### src/rtl/pix_ser_pkg.sv
package pix_ser_pkg;
  localparam int LANES = 4;
  localparam int SLOTS = 7;
  localparam int WORD  = LANES * SLOTS;

  // Source bit of the word for a given lane and serial slot
  function automatic int src_bit(input int lane, input int slot);
    int idx;
    idx = lane * SLOTS + slot;
    case (idx)
      0:  return 1;   1:  return 0;   2:  return 7;   3:  return 6;
      4:  return 4;   5:  return 3;   6:  return 2;
      7:  return 9;   8:  return 8;   9:  return 18;  10: return 15;
      11: return 14;  12: return 13;  13: return 12;
      14: return 20;  15: return 19;  16: return 26;  17: return 25;
      18: return 24;  19: return 22;  20: return 21;
      21: return 5;   22: return 27;  23: return 23;  24: return 17;
      25: return 16;  26: return 11;  27: return 10;
      default: return 0;
    endcase
  endfunction
endpackage

### src/rtl/pix_capture.sv
module pix_capture #(
  parameter int W = 28
) (
  input  logic         clk,
  input  logic         rst,
  input  logic         pix_clk,
  input  logic         edge_rise,
  input  logic [W-1:0] word_in,
  output logic [W-1:0] word_q
);
  logic pclk_q;
  logic hit;

  always_comb begin
    if (edge_rise) hit = pix_clk & ~pclk_q;
    else           hit = ~pix_clk & pclk_q;
  end

  always_ff @(posedge clk) begin
    if (rst) begin
      pclk_q <= 1'b0;
      word_q <= '0;
    end else begin
      pclk_q <= pix_clk;
      if (hit) word_q <= word_in;
    end
  end


  cap_on_edge_chk: assert property (@(posedge clk) disable iff (rst)
    (word_q != $past(word_q)) |-> $past(hit));
endmodule

### src/rtl/frame_sequencer.sv
module frame_sequencer #(
  parameter int SLOTS       = 7,
  parameter int LOCK_CYCLES = 5670,
  localparam int PW   = $clog2(SLOTS),
  localparam int CW   = $clog2(LOCK_CYCLES + 1),
  localparam int LAST = SLOTS - 1
) (
  input  logic          clk,
  input  logic          rst,
  input  logic          run,
  output logic [PW-1:0] phase_q,
  output logic          valid_q,
  output logic          oe_q,
  output logic          load
);
  logic [CW-1:0] cnt_q;
  logic          lock_done;

  assign lock_done = run && !valid_q && (cnt_q == CW'(LOCK_CYCLES - 1));
  assign load      = (phase_q == PW'(LAST));

  always_ff @(posedge clk) begin
    if (rst || !run) begin
      cnt_q   <= '0;
      valid_q <= 1'b0;
      phase_q <= PW'(LAST);
    end else begin
      if (!valid_q) begin
        cnt_q <= cnt_q + 1'b1;
        if (lock_done) valid_q <= 1'b1;
      end
      if (phase_q == PW'(LAST))
        phase_q <= (valid_q || lock_done) ? '0 : PW'(LAST);
      else
        phase_q <= phase_q + 1'b1;
    end
  end

  always_ff @(posedge clk) begin
    if (rst) oe_q <= 1'b0;
    else     oe_q <= run;
  end


  lock_hold_chk: assert property (@(posedge clk) disable iff (rst)
    valid_q |-> $past(run));

  phase_range_chk: assert property (@(posedge clk) disable iff (rst)
    phase_q <= PW'(LAST));

  slot_wrap_chk: assert property (@(posedge clk) disable iff (rst)
    (valid_q && $past(valid_q) && phase_q == '0) |-> $past(phase_q) == PW'(LAST));
endmodule

### src/rtl/lane_shifter.sv
module lane_shifter #(
  parameter int W = 7
) (
  input  logic         clk,
  input  logic         rst,
  input  logic         load,
  input  logic [W-1:0] par,
  output logic         ser
);
  logic [W-1:0] sh_q;

  always_ff @(posedge clk) begin
    if (rst)       sh_q <= '0;
    else if (load) sh_q <= par;
    else           sh_q <= {1'b0, sh_q[W-1:1]};
  end

  assign ser = sh_q[0];
endmodule

### src/rtl/pix_serializer_7to1.sv
module pix_serializer_7to1
  import pix_ser_pkg::*;
#(
  parameter int LOCK_CYCLES = 5670,
  parameter logic [SLOTS-1:0] CLK_PATTERN = 7'b0001111,
  localparam int PW = $clog2(SLOTS)
) (
  input  logic            clk,
  input  logic            rst,
  input  logic            pix_clk,
  input  logic            edge_rise,
  input  logic [WORD-1:0] pix_word,
  input  logic            run,
  output logic [LANES-1:0] lane_dat,
  output logic            lane_clk,
  output logic            lane_oe
);
  logic [WORD-1:0]  cap_word;
  logic [PW-1:0]    phase;
  logic             valid;
  logic             oe;
  logic             load;
  logic [LANES-1:0] ser;
  logic             clk_ser;

  pix_capture #(.W(WORD)) u_cap (
    .clk(clk), .rst(rst), .pix_clk(pix_clk), .edge_rise(edge_rise),
    .word_in(pix_word), .word_q(cap_word)
  );

  frame_sequencer #(.SLOTS(SLOTS), .LOCK_CYCLES(LOCK_CYCLES)) u_seq (
    .clk(clk), .rst(rst), .run(run), .phase_q(phase),
    .valid_q(valid), .oe_q(oe), .load(load)
  );

  for (genvar l = 0; l < LANES; l++) begin : g_lane
    logic [SLOTS-1:0] par;
    for (genvar s = 0; s < SLOTS; s++) begin : g_slot
      assign par[s] = cap_word[src_bit(l, s)];
    end
    lane_shifter #(.W(SLOTS)) u_sh (
      .clk(clk), .rst(rst), .load(load), .par(par), .ser(ser[l])
    );
  end

  lane_shifter #(.W(SLOTS)) u_clk_sh (
    .clk(clk), .rst(rst), .load(load), .par(CLK_PATTERN), .ser(clk_ser)
  );

  assign lane_dat = valid ? ser : '0;
  assign lane_clk = valid & clk_ser;
  assign lane_oe  = oe;


  disabled_quiet_chk: assert property (@(posedge clk) disable iff (rst)
    !lane_oe |-> (lane_dat == '0 && !lane_clk));

  clk_high_chk: assert property (@(posedge clk) disable iff (rst)
    (valid && phase < PW'(4)) |-> lane_clk);

  clk_low_chk: assert property (@(posedge clk) disable iff (rst)
    (valid && phase >= PW'(4)) |-> !lane_clk);
endmodule

### config.mk
export PLATFORM = sky130hd
export DESIGN_NAME = pix_serializer_7to1
export DESIGN_NICKNAME = d
export VERILOG_FILES = /design/src/rtl/pix_ser_pkg.sv /design/src/rtl/pix_capture.sv /design/src/rtl/frame_sequencer.sv /design/src/rtl/lane_shifter.sv /design/src/rtl/pix_serializer_7to1.sv
export SDC_FILE = /design/constraint.sdc
export NUM_CORES = 1
export LEC_CHECK = 0
export BUFFER_PORTS_ARGS = -buffer_cell sky130_fd_sc_hd__buf_2
export CAP_MARGIN = 10
export CORE_MARGIN = 3
export CORE_UTILIZATION = 45
export DETAILED_ROUTE_END_ITERATION = 12
export GPL_ROUTABILITY_DRIVEN = 0
export PLACE_DENSITY = 0.76
export SYNTH_ARGS = -nofsm -noshare
export SYNTH_HDL_FRONTEND = slang
export SYNTH_SLANG_ARGS = --single-unit
### constraint.sdc
create_clock -name clk -period 1.5 [get_ports clk]
set_input_delay 0.15 -clock clk [delete_from_list [all_inputs] [get_ports clk]]
set_output_delay 0.15 -clock clk [all_outputs]
set_load 0.005 [all_outputs]
==> flow_summary.json <==
{
  "syn_nets": 390,
  "hold_class": "input port to flip-flop",
  "synth_warnings": 0,
  "synth_most_common_cell": "dfxtp_1",
  "clk_latency_ns": 0.34,
  "async_reset_ff_frac": 0,
  "p_per_area_nw_per_um2": 1140,
  "hold_viol": 0,
  "report.final.setup_viol": 0,
  "end_kind": "flip-flop",
  "hpwl_um": 3900,
  "maxSlewViolCount": 0,
  "antenna_found_initial": 0,
  "die_w_um": 88.2,
  "cts_tree": "yes",
  "final_nets": 428,
  "cts_root_buffer": "clkbuf_8",
  "synthTopCellsByCount": "dfxtp_1, a21oi_1, nand2_1",
  "firstDrtPassIters": 5,
  "synthCells": 353,
  "dr_total_vias": 2535,
  "irDropWorstVdd_uv": 521,
  "fin_ws_ns": 0.0637,
  "period_share": 0.958,
  "clock_skew_ns": 0.00815,
  "port_buffers": 38,
  "num-fill-cells": 589,
  "grt_pass1_wl_um": 10500,
  "initial_core_util": 0.471,
  "die_area_um2": 7780,
  "htreeDepth": 3,
  "cap_violations": 0,
  "viasPerCell": 5.36,
  "path_clk_slew_ns": 0.08,
  "crit_path_max_fanout": 4,
  "grt_pass1_vias": 2237,
  "dp_worst_setup_slack_ns": 0.0445,
  "synthTopCellsByArea": "dfxtp_1, a21oi_1, nand2_1, nand3_1, o21ai_0",
  "cts_made_buffers": 9,
  "max_slew_margin": 0.632,
  "avgSynthCellArea_um2": 8.61,
  "crit_type": "flip-flop to flip-flop",
  "tightest_slew_ns": 0.552,
  "status": "complete, no violations",
  "min_period_ns": 1.44,
  "holdWs_ns": 0.0600,
  "rows": 29,
  "yosys.area.top_type": "dfxtp_1",
  "core_um2": 6460,
  "area_delta_synth_final_pct": 17.9,
  "drcViolationCount": 0,
  "final_layout_size_suffix_gt1_frac": 0.194,
  "cts_sinks": 79,
  "cp.arrival_ns": 1.64,
  "clock.fmax_mhz": 696,
  "cts.path.max_buffers": 2,
  "synth_top_area_share": 0.520,
  "final_antenna_net_count": 0,
  "antenna_cells": 0,
  "ys_ff_latch": 79,
  "boundaryPins": 39,
  "wire_per_inst_um": 13.2,
  "chipHeight_um": 88.2,
  "ctsHoldBuffers": 0,
  "dr.first_iter.drc_count": 131,
  "ys_seq_area_frac": 0.520,
  "netlist_area_um2": 3040,
  "ys_types": 36,
  "crit_required_ns": 1.70,
  "overflow": 0,
  "synth-edff-count": 0,
  "grt_max_degree": 57,
  "worstSetupStartpointType": "flip-flop",
  "grt_use_total": 0.175,
  "ys.flop_type": "dfxtp_1",
  "power_leakage_nw": 1.37,
  "wl_um": 6260
}
power breakdown:
| group | switching (mW) | internal (mW) |
|---|---|---|
| logic | 0.132 | 0.0995 |
| clock network | 0.774 | 0.874 |
| registers | 0.0287 | 2.17 |
logic make-up (layout without fill, tap and decap cells):
| kind of cell | Yosys count | in the layout | synth area share |
|---|---|---|---|
| buffers and inverters | 31 | 74 | 0.0424 |
| AO/OA/AOI/OAI | 92 | 92 | 0.156 |
| multiplexers | 5 | 5 | 0.0165 |
| XOR/XNOR | 4 | 4 | 0.0115 |
| flip-flops | 79 | 79 | 0.520 |
| AND/OR/NAND/NOR | 138 | 138 | 0.237 |
| adder cells (fa/ha/maj) | 4 | 4 | 0.0165 |
metrics by stage:
| step | std cells | area (um^2) | util | power (mW) | TNS, ns |
|---|---|---|---|---|---|
| 3_5_place_dp | 456 | 3340 | 0.517 | 2.48 | 0 |
| 4_1_cts | 472 | 3550 | 0.550 | 4.12 | 0 |
| 3_3_place_gp | 456 | 3340 | 0.517 | 2.47 | 0 |
| 2_1_floorplan | 353 | 3040 | - | 2.39 | 0 |
| 6_report | 473 | 3580 | 0.555 | 4.08 | 0 |
| 5_1_grt | 473 | 3580 | 0.555 | 4.26 | -0.0497 |
metal layers:
layer  track usage  wire, um  vias up  share of wire
met2         0.264      3000       66           0.48
met5             0         0        -              0
met4        0.0728       100        0          0.016
met3        0.0536       340       10          0.054
met1         0.234      2820     1173           0.45
li1              -         -     1286              -
placed cells by master (no fill, tap or decap), drive strengths merged, types with 2 or more instances in the layout:
cell type / n
mux2i: 5
inv: 9
buf: 51
nand3: 31
nand3b: 2
xnor2: 3
nor4: 5
nand2: 56
or3: 2
clkbuf: 11
nor2b: 2
o31ai: 2
nand2b: 5
nand4b: 2
ha: 4
nor2: 13
o21ai: 30
or4: 2
a21oi: 57
and2: 11
dfxtp: 79
critical path, stage by stage (launching register included):
cell	delay (ns)
dfxtp_1	0.43
or4b_4	0.50
nor4_4	0.22
o221ai_1	0.14
worst paths after layout:
path,from,endpoint,slack (ns),depth (start not counted)
worst max-delay path,u_seq.cnt_q[2],u_seq.phase_q[1],0.06,3
worst min register to register,g_lane[0].u_sh.sh_q[4],g_lane[0].u_sh.sh_q[3],0.44,2
worst min-delay path,pix_word[6],u_cap.word_q[6],0.06,3
worst max register to register,u_seq.cnt_q[2],u_seq.phase_q[1],0.06,3
what timing repair did:
| item | in CTS | in global routing |
|---|---|---|
| endpoints found under the setup margin | 0 | 5 |
| endpoints found under the hold margin | 0 | 0 |
| gates resized for setup | 0 | 6 |
| buffers inserted | 0 | 1 |
area by class of cell:
cell class	instances	area, um^2	area share
clock buffers	11	151	0.0422
clock inverters	5	63.8	0.0178
well taps	77	96.3	0.0269
multi-input cells	243	1350	0.376
flip-flops and latches	79	1590	0.443
inverters	7	26.3	0.00733
repair buffers	51	313	0.0873
registers in the layout (all words and copies together) (netlist names):
signal,count
u_seq.cnt_q,13
u_clk_sh.sh_q,4
u_seq.valid_q,1
u_seq.phase_q,3
u_cap.word_q,28
g_lane.u_sh.sh_q,28
u_seq.oe_q,1
u_cap.pclk_q,1
Power figures use the tool's default switching activity.
